==> src/rtl/injseq_pkg.sv <==
package injseq_pkg;

  typedef enum logic [1:0] {
    TRIG_OFF  = 2'b00,
    TRIG_RISE = 2'b01,
    TRIG_FALL = 2'b10,
    TRIG_BOTH = 2'b11
  } trigMode_t;

  typedef struct packed {
    logic clearIdx;
    logic incIdx;
    logic busy;
  } ctrlStrobes_t;

endpackage

==> src/rtl/injseq_datapath.sv <==
module injseq_datapath
  import injseq_pkg::*;
#(
  parameter int NUM_EVENTS  = 32,
  parameter int SYNC_STAGES = 2,
  parameter int LEN_W       = 2,
  localparam int SEL_W      = $clog2(NUM_EVENTS)
) (
  input  logic               clk,
  input  logic               rstN,
  input  logic               cfgWrEn,
  input  logic [1:0]         cfgTrigMode,
  input  logic [SEL_W-1:0]   cfgEventSel,
  input  logic [LEN_W-1:0]   cfgSeqLen,
  input  logic [NUM_EVENTS-1:0] events,
  input  logic               swStart,
  input  logic               queueDisable,
  input  logic               queueMode,
  input  logic               queueEmpty,
  input  ctrlStrobes_t       strobes,
  output logic               trigger,
  output logic               isLast,
  output logic [LEN_W-1:0]   seqIndex
);

  trigMode_t         trigMode;
  logic [SEL_W-1:0]  eventSel;
  logic [LEN_W-1:0]  seqLen;
  logic              selLine;
  logic [SYNC_STAGES-1:0] syncChain;
  logic              syncPrev;
  logic              riseSeen;
  logic              fallSeen;
  logic              hwEdge;
  logic              queueBlock;
  logic              swAllowed;

  // configuration fields, frozen while a group runs
  always_ff @(posedge clk or negedge rstN) begin
    if (!rstN) begin
      trigMode <= TRIG_OFF;
      eventSel <= '0;
      seqLen   <= '0;
    end else if (cfgWrEn && !strobes.busy) begin
      trigMode <= trigMode_t'(cfgTrigMode);
      eventSel <= cfgEventSel;
      seqLen   <= cfgSeqLen;
    end
  end

  AST_CFG_FROZEN: assert property (@(posedge clk) disable iff (!rstN)
    strobes.busy |=> ($stable(seqLen) && $stable(trigMode) && $stable(eventSel)));

  assign selLine = events[eventSel];

  // synchronizer chain for the selected line
  generate
    if (SYNC_STAGES == 1) begin : g_sync1
      always_ff @(posedge clk or negedge rstN) begin
        if (!rstN) syncChain <= '0;
        else       syncChain <= selLine;
      end
    end else begin : g_syncN
      always_ff @(posedge clk or negedge rstN) begin
        if (!rstN) syncChain <= '0;
        else       syncChain <= {syncChain[SYNC_STAGES-2:0], selLine};
      end
    end
  endgenerate

  always_ff @(posedge clk or negedge rstN) begin
    if (!rstN) syncPrev <= 1'b0;
    else       syncPrev <= syncChain[SYNC_STAGES-1];
  end

  assign riseSeen = syncChain[SYNC_STAGES-1] && !syncPrev;
  assign fallSeen = !syncChain[SYNC_STAGES-1] && syncPrev;

  always_comb begin
    unique case (trigMode)
      TRIG_RISE: hwEdge = riseSeen;
      TRIG_FALL: hwEdge = fallSeen;
      TRIG_BOTH: hwEdge = riseSeen || fallSeen;
      default:   hwEdge = 1'b0;
    endcase
  end

  assign queueBlock = queueMode && queueEmpty;
  assign swAllowed  = (trigMode != TRIG_OFF) || queueDisable;
  assign trigger    = !queueBlock && (hwEdge || (swStart && swAllowed));

  // sequence index counter
  always_ff @(posedge clk or negedge rstN) begin
    if (!rstN)                 seqIndex <= '0;
    else if (strobes.clearIdx) seqIndex <= '0;
    else if (strobes.incIdx)   seqIndex <= seqIndex + 1'b1;
  end

  assign isLast = (seqIndex == seqLen);

  AST_IDX_BOUND: assert property (@(posedge clk) disable iff (!rstN)
    strobes.busy |-> (seqIndex <= seqLen));

  AST_NO_OFF_HW: assert property (@(posedge clk) disable iff (!rstN)
    (trigMode == TRIG_OFF && !queueDisable) |-> !trigger);

endmodule

==> src/rtl/injseq_control.sv <==
module injseq_control
  import injseq_pkg::*;
(
  input  logic         clk,
  input  logic         rstN,
  input  logic         trigger,
  input  logic         isLast,
  input  logic         convDone,
  output ctrlStrobes_t strobes,
  output logic         convStart,
  output logic         seqDone
);

  typedef enum logic [1:0] {
    ST_IDLE  = 2'b00,
    ST_START = 2'b01,
    ST_WAIT  = 2'b10,
    ST_DONE  = 2'b11
  } seqState_t;

  seqState_t state;
  seqState_t nextState;

  always_comb begin
    nextState = state;
    unique case (state)
      ST_IDLE:  if (trigger) nextState = ST_START;
      ST_START: nextState = ST_WAIT;
      ST_WAIT:  if (convDone) nextState = isLast ? ST_DONE : ST_START;
      ST_DONE:  nextState = ST_IDLE;
      default:  nextState = ST_IDLE;
    endcase
  end

  always_ff @(posedge clk or negedge rstN) begin
    if (!rstN) state <= ST_IDLE;
    else       state <= nextState;
  end

  assign strobes.clearIdx = (state == ST_IDLE) && trigger;
  assign strobes.incIdx   = (state == ST_WAIT) && convDone && !isLast;
  assign strobes.busy     = (state != ST_IDLE);

  assign convStart = (state == ST_START);
  assign seqDone   = (state == ST_DONE);

  AST_START_PULSE: assert property (@(posedge clk) disable iff (!rstN)
    convStart |=> !convStart);

  AST_DONE_PULSE: assert property (@(posedge clk) disable iff (!rstN)
    seqDone |=> (!seqDone && !convStart));

  AST_NEXT_START: assert property (@(posedge clk) disable iff (!rstN)
    strobes.incIdx |=> convStart);

  AST_BUSY_IGNORE: assert property (@(posedge clk) disable iff (!rstN)
    (strobes.busy && !convStart && !convDone && !seqDone) |=> !convStart);

endmodule

==> src/rtl/injseq_top.sv <==
module injseq_top
  import injseq_pkg::*;
#(
  parameter int NUM_EVENTS  = 32,
  parameter int SYNC_STAGES = 2,
  parameter int LEN_W       = 2,
  localparam int SEL_W      = $clog2(NUM_EVENTS)
) (
  input  logic                  clk,
  input  logic                  rstN,
  input  logic                  cfgWrEn,
  input  logic [1:0]            cfgTrigMode,
  input  logic [SEL_W-1:0]      cfgEventSel,
  input  logic [LEN_W-1:0]      cfgSeqLen,
  input  logic [NUM_EVENTS-1:0] events,
  input  logic                  swStart,
  input  logic                  queueDisable,
  input  logic                  queueMode,
  input  logic                  queueEmpty,
  input  logic                  convDone,
  output logic                  convStart,
  output logic [LEN_W-1:0]      seqIndex,
  output logic                  seqDone
);

  ctrlStrobes_t strobes;
  logic         trigger;
  logic         isLast;

  injseq_datapath #(
    .NUM_EVENTS (NUM_EVENTS),
    .SYNC_STAGES(SYNC_STAGES),
    .LEN_W      (LEN_W)
  ) u_datapath (
    .clk         (clk),
    .rstN        (rstN),
    .cfgWrEn     (cfgWrEn),
    .cfgTrigMode (cfgTrigMode),
    .cfgEventSel (cfgEventSel),
    .cfgSeqLen   (cfgSeqLen),
    .events      (events),
    .swStart     (swStart),
    .queueDisable(queueDisable),
    .queueMode   (queueMode),
    .queueEmpty  (queueEmpty),
    .strobes     (strobes),
    .trigger     (trigger),
    .isLast      (isLast),
    .seqIndex    (seqIndex)
  );

  injseq_control u_control (
    .clk      (clk),
    .rstN     (rstN),
    .trigger  (trigger),
    .isLast   (isLast),
    .convDone (convDone),
    .strobes  (strobes),
    .convStart(convStart),
    .seqDone  (seqDone)
  );

  AST_QUEUE_BLOCK: assert property (@(posedge clk) disable iff (!rstN)
    (!strobes.busy && queueMode && queueEmpty) |=> !convStart);

  AST_FIRST_IDX: assert property (@(posedge clk) disable iff (!rstN)
    (!strobes.busy && trigger) |=> (convStart && seqIndex == '0));

endmodule

==> config.mk <==
export PLATFORM = sky130hd
export DESIGN_NAME = injseq_top
export DESIGN_NICKNAME = d
export VERILOG_FILES = /design/src/rtl/injseq_pkg.sv /design/src/rtl/injseq_datapath.sv /design/src/rtl/injseq_control.sv /design/src/rtl/injseq_top.sv
export SDC_FILE = /design/constraint.sdc
export NUM_CORES = 1
export LEC_CHECK = 0
export BUFFER_PORTS_ARGS = -buffer_cell sky130_fd_sc_hd__buf_2
export CORE_AREA = 2 2 50 61
export DETAILED_ROUTE_END_ITERATION = 10
export DIE_AREA = 0 0 52 63
export MAX_ROUTING_LAYER = met4
export PLACE_DENSITY_LB_ADDON = 0.12
export SYNTH_ARGS = -nofsm -noshare
export SYNTH_HDL_FRONTEND = slang
export SYNTH_HIERARCHICAL = 1
export SYNTH_SLANG_ARGS = --single-unit
==> constraint.sdc <==
create_clock -name clk -period 3 [get_ports clk]
set_input_delay 0.15 -clock clk [delete_from_list [all_inputs] [get_ports clk]]
set_output_delay 0.15 -clock clk [all_outputs]
set_load 0.005 [all_outputs]
After elaboration in Yosys (flattened, before gate mapping). Cells that the tools add are included.

Flip-flop bits (word level): 16. Input bits: 49. Output and inout port bits: 4. Logic and storage cells: 49.

$add $sub $neg: 1. Order comparisons: 1. Equality and inequality tests: 9. Muxes and demuxes: 9. Reduce and logical (&&, ||, !) cells: 22.

Operators with widths (number): $mux 2 (5); $logic_and 1x1->1 (9); $eq 2x2->1 const B (4); $pmux 2 s4 (1); $lt 5x6->1 const B (1); $reduce_bool 2->1 (3); $bmux 1 s5 (1); $logic_not 1->1 (5); $eq 2x1->1 const B (2); $logic_or 1x1->1 (3); $pmux 1 s3 (1); $add 2x1->2 const B (1); $eq 2x2->1 (1); $logic_not 2->1 (1); $ne 2x1->1 const B (1); $ne 2x2->1 const B (1); $reduce_and 2->1 (1); $mux 1 (1).

Depth between registers and ports, before layout. Gate-level depths: netlist (run 1).

Depth in word-level cells: 8. Gate-level depth with buffers: 10. Mapped depth without buffers: 10.

Hierarchy. The synthesis (run 1) kept the hierarchy.

By module, submodules not included: injseq_datapath (times used 1, cells an instance 85, area each 914.6 um^2, seq. area each 350.3 um^2); injseq_control (times used 1, cells an instance 13, area each 117.6 um^2, seq. area each 50.0 um^2).

Worst setup path before layout (run 1). Ideal clock, no wire load.

Path kind: register to register. Start point: register u_datapath.syncChain[1]. End point: register u_datapath.seqIndex[0]. Setup time: 0.120 ns. Data arrival time: 1.289 ns. Data required time: 2.880 ns. Path slack: 1.591 ns. Stages on the path, launching flop included: 10. Path buffers: 0. Period minus slack after synthesis: 1.409 ns. Path through: dfrtp_1 > inv_1 > ha_1 > a21oi_1 > o21ai_0 > o31a_1 > a21oi_1 > inv_1 > nor2_1 > nor2_1.

RTL lines: start: declaration (line injseq_datapath.sv:30) `logic [SYNC_STAGES-1:0] syncChain;`; start signal: assignment (line injseq_datapath.sv:66) `else syncChain <= {syncChain[SYNC_STAGES-2:0], selLine};`; end signal: assignment (line injseq_datapath.sv:96) `else if (strobes.incIdx) seqIndex <= seqIndex + 1'b1;`; end: declaration (line injseq_datapath.sv:23) `output logic [LEN_W-1:0] seqIndex`.

Worst setup path after layout (run 1).
Start point: register u_datapath.eventSel[1]. End point: register u_datapath.syncChain[0].

Longest elaborated chain between the ends: 2.

RTL lines: start: declaration (line injseq_datapath.sv:27) `logic [SEL_W-1:0] eventSel;`; start signal: assignment (line injseq_datapath.sv:46) `eventSel <= cfgEventSel;`; $bmux 1 s5 (line injseq_datapath.sv:54) `assign selLine = events[eventSel];`; $mux 1 (not written as such) (line injseq_datapath.sv:54); net u_datapath.selLine (line injseq_datapath.sv:29) `logic selLine;`.

The timed path passes the listed nets, and every way through them passes these cells. The select of a mux whose other input is x is not followed. A chain may end at the register's enable or synchronous reset.

==> results of run 1 <==
power by group through the flow:
stage / logic [mW] / clock network (mW) / registers [mW]
after floorplan: 0.504 / 0 / 0.396
after global placement: 0.524 / 0 / 0.462
after global routing: 0.595 / 0.122 / 0.485
after detailed placement: 0.534 / 0 / 0.470
final: 0.529 / 0.104 / 0.462
after CTS: 0.539 / 0.113 / 0.465
final cells by class:
type | instances | area, µm² | share of cell area [%]
clock buffer | 3 | 22.5 | 1.69
multi-input combinational | 76 | 584 | 43.9
tap | 34 | 42.5 | 3.20
timing repair buffer | 53 | 270 | 20.3
sequential | 16 | 400 | 30.1
inverter | 3 | 11.3 | 0.846
sequential cells by signal, summed over array words and instances (netlist names):
| signal | cells |
|---|---|
| u_control/state | 2 |
| u_datapath/eventSel | 5 |
| u_datapath/seqIndex | 2 |
| u_datapath/seqLen | 2 |
| u_datapath/syncChain | 2 |
| u_datapath/syncPrev | 1 |
| u_datapath/trigMode | 2 |
through the flow:
stage                     setup WS, ns  power [mW]  std cells  util [%]  hold slack, ns
after CTS                         1.13        1.12        185      49.2          0.0876
after global routing              1.02        1.20        185      49.2          0.0881
after floorplan                   1.59       0.900         98         -          -0.146
after detailed placement          1.14        1.00        181      48.0          0.0789
after global placement            1.18       0.986        181      48.0          0.0743
final                             1.15        1.10        185      49.2           0.103
worst max path at each step:
stage | from | end | slack (ns)
after floorplan | u_datapath/syncChain[1] | u_datapath/seqIndex[0] | 1.59
after global placement | u_datapath/eventSel[1] | u_datapath/syncChain[0] | 1.18
after detailed placement | u_datapath/eventSel[1] | u_datapath/syncChain[0] | 1.14
after CTS | u_datapath/eventSel[1] | u_datapath/syncChain[0] | 1.13
after global routing | u_datapath/eventSel[1] | u_datapath/syncChain[0] | 1.02
final | u_datapath/eventSel[1] | u_datapath/syncChain[0] | 1.15
worst max-delay path, cell delays in order (launching register included):
cell,delay [ns]
dfrtp_1,0.88
mux2i_1,0.26
a22oi_1,0.12
nand4b_1,0.10
a21oi_1,0.04
a311o_1,0.32
kinds of logic (layout without fill, tap and decap cells):
| kind of cell | after synthesis | after routing | share of synthesized area [%] |
|---|---|---|---|
| compound gates | 15 | 15 | 9.58 |
| simple gates | 29 | 29 | 14.9 |
| mux | 26 | 26 | 26.3 |
| flops | 16 | 16 | 38.8 |
| fa+ha+maj | 2 | 2 | 2.42 |
| xor+xnor | 4 | 4 | 3.39 |
| buf+inv | 6 | 59 | 4.61 |
per-layer routing:
metal / track usage (%) / part of all wire (%)
met3: 2.15 / 7.7
met4: 6.91 / 0.88
met2: 24.8 / 52
met5: - / 0
met1: 13.7 / 40
placed cells by master (no fill, tap or decap), types with 4 or more instances in the layout:
master,count
mux2i_1,17
a22oi_1,4
buf_2,52
dfrtp_1,16
a21oi_1,6
mux2_2,9
nor2_1,8
nand2_1,7
==> qor.csv, run 1 <==
stage,metric,value,unit
clock_tree,post-cts sizing count,0,
setup_path,required time of the critical path,3.16,ns
pwr,share of total power in combinational logic,48.3,%
timing,minimum clock period after layout,1.85,ns
clock_tree,maximum count of clock buffers along a single path,2,
clock_tree,hold buffers post-CTS,1,
synthesis,cell types occupying the most area after synthesis,"dfrtp_1 (39%), mux2i_1 (16%), mux2_2 (9.8%)",
clock_tree,TritonCTS Buffers,3,
route,first-pass iteration count of the detailed router,3,
hold_path,Hold Crit Depth,2,
timing,number of pins with negative max-slew slack in the final report,0,
synthesis,register area share after synthesis,38.8,%
route,average routed wire per standard cell,11.6,µm
synthesis,biggest area consumer among synthesized cells,dfrtp_1,
route,number of vias per cell,4.71,
placement,Routability Congestion,0.731,
timing,slew margin rel.,45.6,%
finish,layout cells sized above 1,45.0,%
setup_path,critical setup path kind,register to register,
hold_path,endpoint with the worst hold slack,u_datapath/eventSel[4],
hold_path,hold path startpoint,cfgEventSel[4],
pwr,Lkg Pwr,0.703,nW
setup_path,data arrival time of the worst path,2.00,ns
flow_run,count of max-cap constraint violations,0,
timing,RSZ-0062 raised after global routing,no,
placement,# port buffers,52,
route,starting DRC count in detailed routing,15,
setup_path,endpoint class of the critical path,register,
synthesis,count of flip-flops with a built-in enable after synthesis,0,
global_routing,overall track demand over capacity in global routing,13.8,%
clock_tree,clk sink count,16,
timing,Fin Setup TNS,0,ns
synthesis,most repeated cell in the gate-level netlist after synthesis,mux2i_1,
timing,Worst Skew,0.00121,ns
timing,total count of hold-check failures in the final report,0,
timing,Max Fclk,0.542,GHz
pwr,Psw,408,µW
setup_path,R2R cell count,5,
clock_tree,number of buffers inserted to repair setup after CTS,0,
timing,crit share post-route,61.5,%
synthesis,"FF+latch count, synth",16,
clock_tree,root buf cell,clkbuf_4,
timing,final setup vio count,0,
floorplan,die area,0.00328,mm²
synthesis,fraction of registers with async set/reset,100,%
pwr,relative contribution of the clock network to total power,9.5,%
synthesis,Syn Nets,149,
finish,area growth from synthesis to layout,29.0,%
timing,Worst Tran Pin Value,0.816,ns
synthesis,synth cell count leaders,"mux2i_1 (17), dfrtp_1 (16), mux2_2 (9), nor2_1 (8), nand2_1 (7)",
synthesis,Synth Cell Area,0.00103,mm²
global_routing,first-pass GRT wire length,3280,µm
synthesis,synthesized instance count,98,
run_status,status,"finished, final reports clean",
floorplan,effective utilization at floorplan,38.1,%
clock_tree,CTS H-tree depth,1,
route,number of remaining DRC errors,0,
setup_path,reg2reg end,u_datapath/syncChain[0],
clock_tree,Clock Latency Late Sink,0.27,ns
synthesis,average cell area after synthesis,10.5,µm²
setup_path,register-to-register setup slack,1.15,ns
floorplan,y dimension of the die,63,µm
pwr,power share of the sequential group,42.2,%
finish,final instance area,0.00133,mm²
global_routing,via count of the first global-routing pass,840,
hold_path,path type of the worst min-delay path,input pin to register,
placement,"Cell Area, Placed",0.00130,mm²
route,count of vias placed by the detailed router,871,
synthesis,number of distinct standard cells referenced by the synthesized netlist,29,
floorplan,count of pins on the block boundary,53,
global_routing,number of antenna violations at the first check in global routing,0,
global_routing,final global-route overflow total,0,
floorplan,placeable core region,0.00271,mm²
synthesis,most frequently used flop master after synthesis,dfrtp_1,
finish,net total in the final layout,204,
finish,filler cell count,268,
floorplan,horizontal die dimension,52,µm
pwr,worst vdd ir,0.000417,V
route,sum of routed wire length over all layers,2150,µm
floorplan,standard-cell rows,21,
pwr,internal cell power,687,µW
setup_path,critical path peak fanout,17,
synthesis,area share of the largest cell type after synthesis,38.8,%
pwr,PwrDens,823,mW/mm²
clock_tree,CTS tree,built,
pwr,switching share of power,37.3,%
finish,antenna fix cells,0,
setup_path,R2R Path Start,u_datapath/eventSel[1],
setup_path,Setup crit start kind,register,
route,post-route ant nets,0,
global_routing,pin count of the biggest net entering global routing,18,
synthesis,count of warnings emitted by yosys,6,
clock_tree,clock-pin slew reported for the worst setup and hold paths after clock tree synthesis,0.08,ns
Note: power is estimated with default switching activity, not from simulation.
==> run 2: changes to the inputs <==
==> constraint.sdc (replaced) <==
create_clock -name clk -period 1.75 [get_ports clk]
set_input_delay 0.0875 -clock clk [delete_from_list [all_inputs] [get_ports clk]]
set_output_delay 0.0875 -clock clk [all_outputs]
set_load 0.005 [all_outputs]
==> qor.csv, run 2 (same netlist as run 1, synthesis figures left out) <==
stage,metric,value,unit
floorplan,die area,0.00328,mm²
flow_run,count of max-cap constraint violations,0,
finish,filler cell count,256,
floorplan,standard-cell rows,21,
clock_tree,root buf cell,clkbuf_4,
global_routing,number of antenna violations at the first check in global routing,0,
floorplan,effective utilization at floorplan,38.1,%
timing,Worst Tran Pin Value,0.351,ns
route,first-pass iteration count of the detailed router,2,
timing,final critical-path setup slack,0.212,ns
setup_path,endpoint class of the critical path,register,
floorplan,y dimension of the die,63,µm
finish,area of all sequential standard cells,400,µm²
timing,final setup vio count,0,
global_routing,met2 Usage GRT,25.5,%
run_status,status,"finished, final reports clean",
global_routing,pin count of the biggest net entering global routing,17,
global_routing,via count of the first global-routing pass,853,
finish,net total in the final layout,206,
finish,layout cells sized above 1,46.1,%
clock_tree,CTS H-tree depth,1,
finish,most frequent cells in the layout,"buf_2 (52), mux2i_1 (17), dfrtp_1 (16), mux2_2 (9), nor2_1 (8)",
floorplan,placeable core region,0.00271,mm²
placement,Routability Congestion,0.721,
global_routing,final global-route overflow total,0,
timing,Fin Setup TNS,0,ns
hold_path,path type of the worst min-delay path,input pin to register,
finish,antenna fix cells,0,
finish,area growth from synthesis to layout,33.0,%
finish,final instance area,0.00137,mm²
finish,"most common cell after layout, fill and taps aside",buf_2,
setup_path,critical setup path kind,register to register,
finish,register ranked first by flip-flop count,u_datapath/eventSel,
placement,Placement Setup Slack,0.198,ns
route,sum of routed wire length over all layers,2150,µm
global_routing,most congested layer reported by global routing,met2,
pwr,worst vdd ir,0.000670,V
global_routing,first-pass GRT wire length,3430,µm
setup_path,critical path peak fanout,3,
route,number of remaining DRC errors,0,
floorplan,horizontal die dimension,52,µm
route,number of vias per cell,4.86,
floorplan,count of pins on the block boundary,53,
timing,minimum clock period after layout,1.54,ns
setup_path,required time of the critical path,1.94,ns
finish,fin cells,188,
route,post-route ant nets,0,
clock_tree,Clock Latency Late Sink,0.29,ns
setup_path,data arrival time of the worst path,1.72,ns
pwr,PwrDens,1450,mW/mm²
setup_path,Setup crit start kind,register,
pwr,Tot Pwr,1.99,mW
clock_tree,clk sink count,16,
global_routing,routing usage on met1,14.6,%
placement,# port buffers,52,
pwr,Lkg Pwr,0.725,nW
setup_path,R2R cell count,9,
route,starting DRC count in detailed routing,4,
placement,number of cells in the design after placement,183,
timing,slew margin rel.,76.6,%
timing,number of pins with negative max-slew slack in the final report,0,
hold_path,Hold Crit Depth,2,
route,average routed wire per standard cell,11.4,µm
clock_tree,clock-pin slew reported for the worst setup and hold paths after clock tree synthesis,0.09,ns
timing,total count of hold-check failures in the final report,0,
clock_tree,maximum count of clock buffers along a single path,2,
placement,DPL Wire Length,1790,µm
route,count of vias placed by the detailed router,914,
finish,Largest register FFs,5,
global_routing,met3 layer usage reported by global route,1.44,%
finish,footprint of the multi-input gates,584,µm²
timing,RSZ-0062 raised after global routing,no,
timing,Worst Skew,0.00276,ns
timing,crit share post-route,87.9,%
timing,Max Fclk,0.650,GHz
clock_tree,CTS tree,built,
placement,"Cell Area, Placed",0.00133,mm²
global_routing,overall track demand over capacity in global routing,14.0,%
clock_tree,TritonCTS Buffers,3,
run 2: cell count changes in the layout (fill, tap and decap cells not counted):
cell	delta
buf_12	+1
buf_4	+1
clkbuf_8	+1
run 2: repair_timing:
item	CTS	global route
hold endpoints to repair	16	0
resized for setup	0	0
buffers inserted	0	0
hold buffers	1	0
run 2: per-stage QoR:
stage / utilization [%] / hold slack (ns)
after floorplan: - / -0.208
after global placement: 49.0 / 0.0154
after detailed placement: 49.0 / 0.0185
after CTS: 50.7 / 0.0207
after global routing: 50.7 / 0.0273
final: 50.7 / 0.0241
run 2: where the power goes:
part           switching, mW  internal [mW]  total [mW]
Combinational          0.445          0.594        1.04
Clock                  0.117          0.127       0.244
Sequential             0.160          0.553       0.713
Total                  0.721           1.27        1.99
run 2: routing by layer:
metal,vias to the layer above,routed length (µm),share of wire [%]
met5,-,0,0
met4,0,38,1.8
met2,35,1120,52
met1,416,818,38
met3,5,172,8.0
li1,458,-,-
run 2: final cells by class:
cell class / count / share of cell area, %
Clock buffer: 4 / 2.64
Inverter: 3 / 0.820
Multi-Input combinational cell: 76 / 42.6
Sequential cell: 16 / 29.2
Tap cell: 34 / 3.10
Timing Repair Buffer: 55 / 21.7
run 2: final timing paths:
check | start | end | slack (ns)
max | u_datapath/syncChain[1] | u_datapath/seqIndex[0] | 0.21
min | cfgEventSel[4] | u_datapath/eventSel[4] | 0.02
max reg2reg | u_datapath/syncChain[1] | u_datapath/seqIndex[0] | 0.21
min reg2reg | u_datapath/syncChain[0] | u_datapath/syncChain[1] | 0.38
max in group asynchronous | rstN | u_datapath/eventSel[2] | 1.27
min in group asynchronous | rstN | u_datapath/seqLen[0] | 0.22
run 2: critical path, cell delays in order, from the launching register on:
cell and delay [ns]:
dfrtp_1 0.39, inv_1 0.05, ha_1 0.28, a21oi_1 0.11, o21ai_0 0.08, o31a_1 0.11
a21oi_1 0.16, inv_1 0.06, nor2_1 0.14, nor2_1 0.06
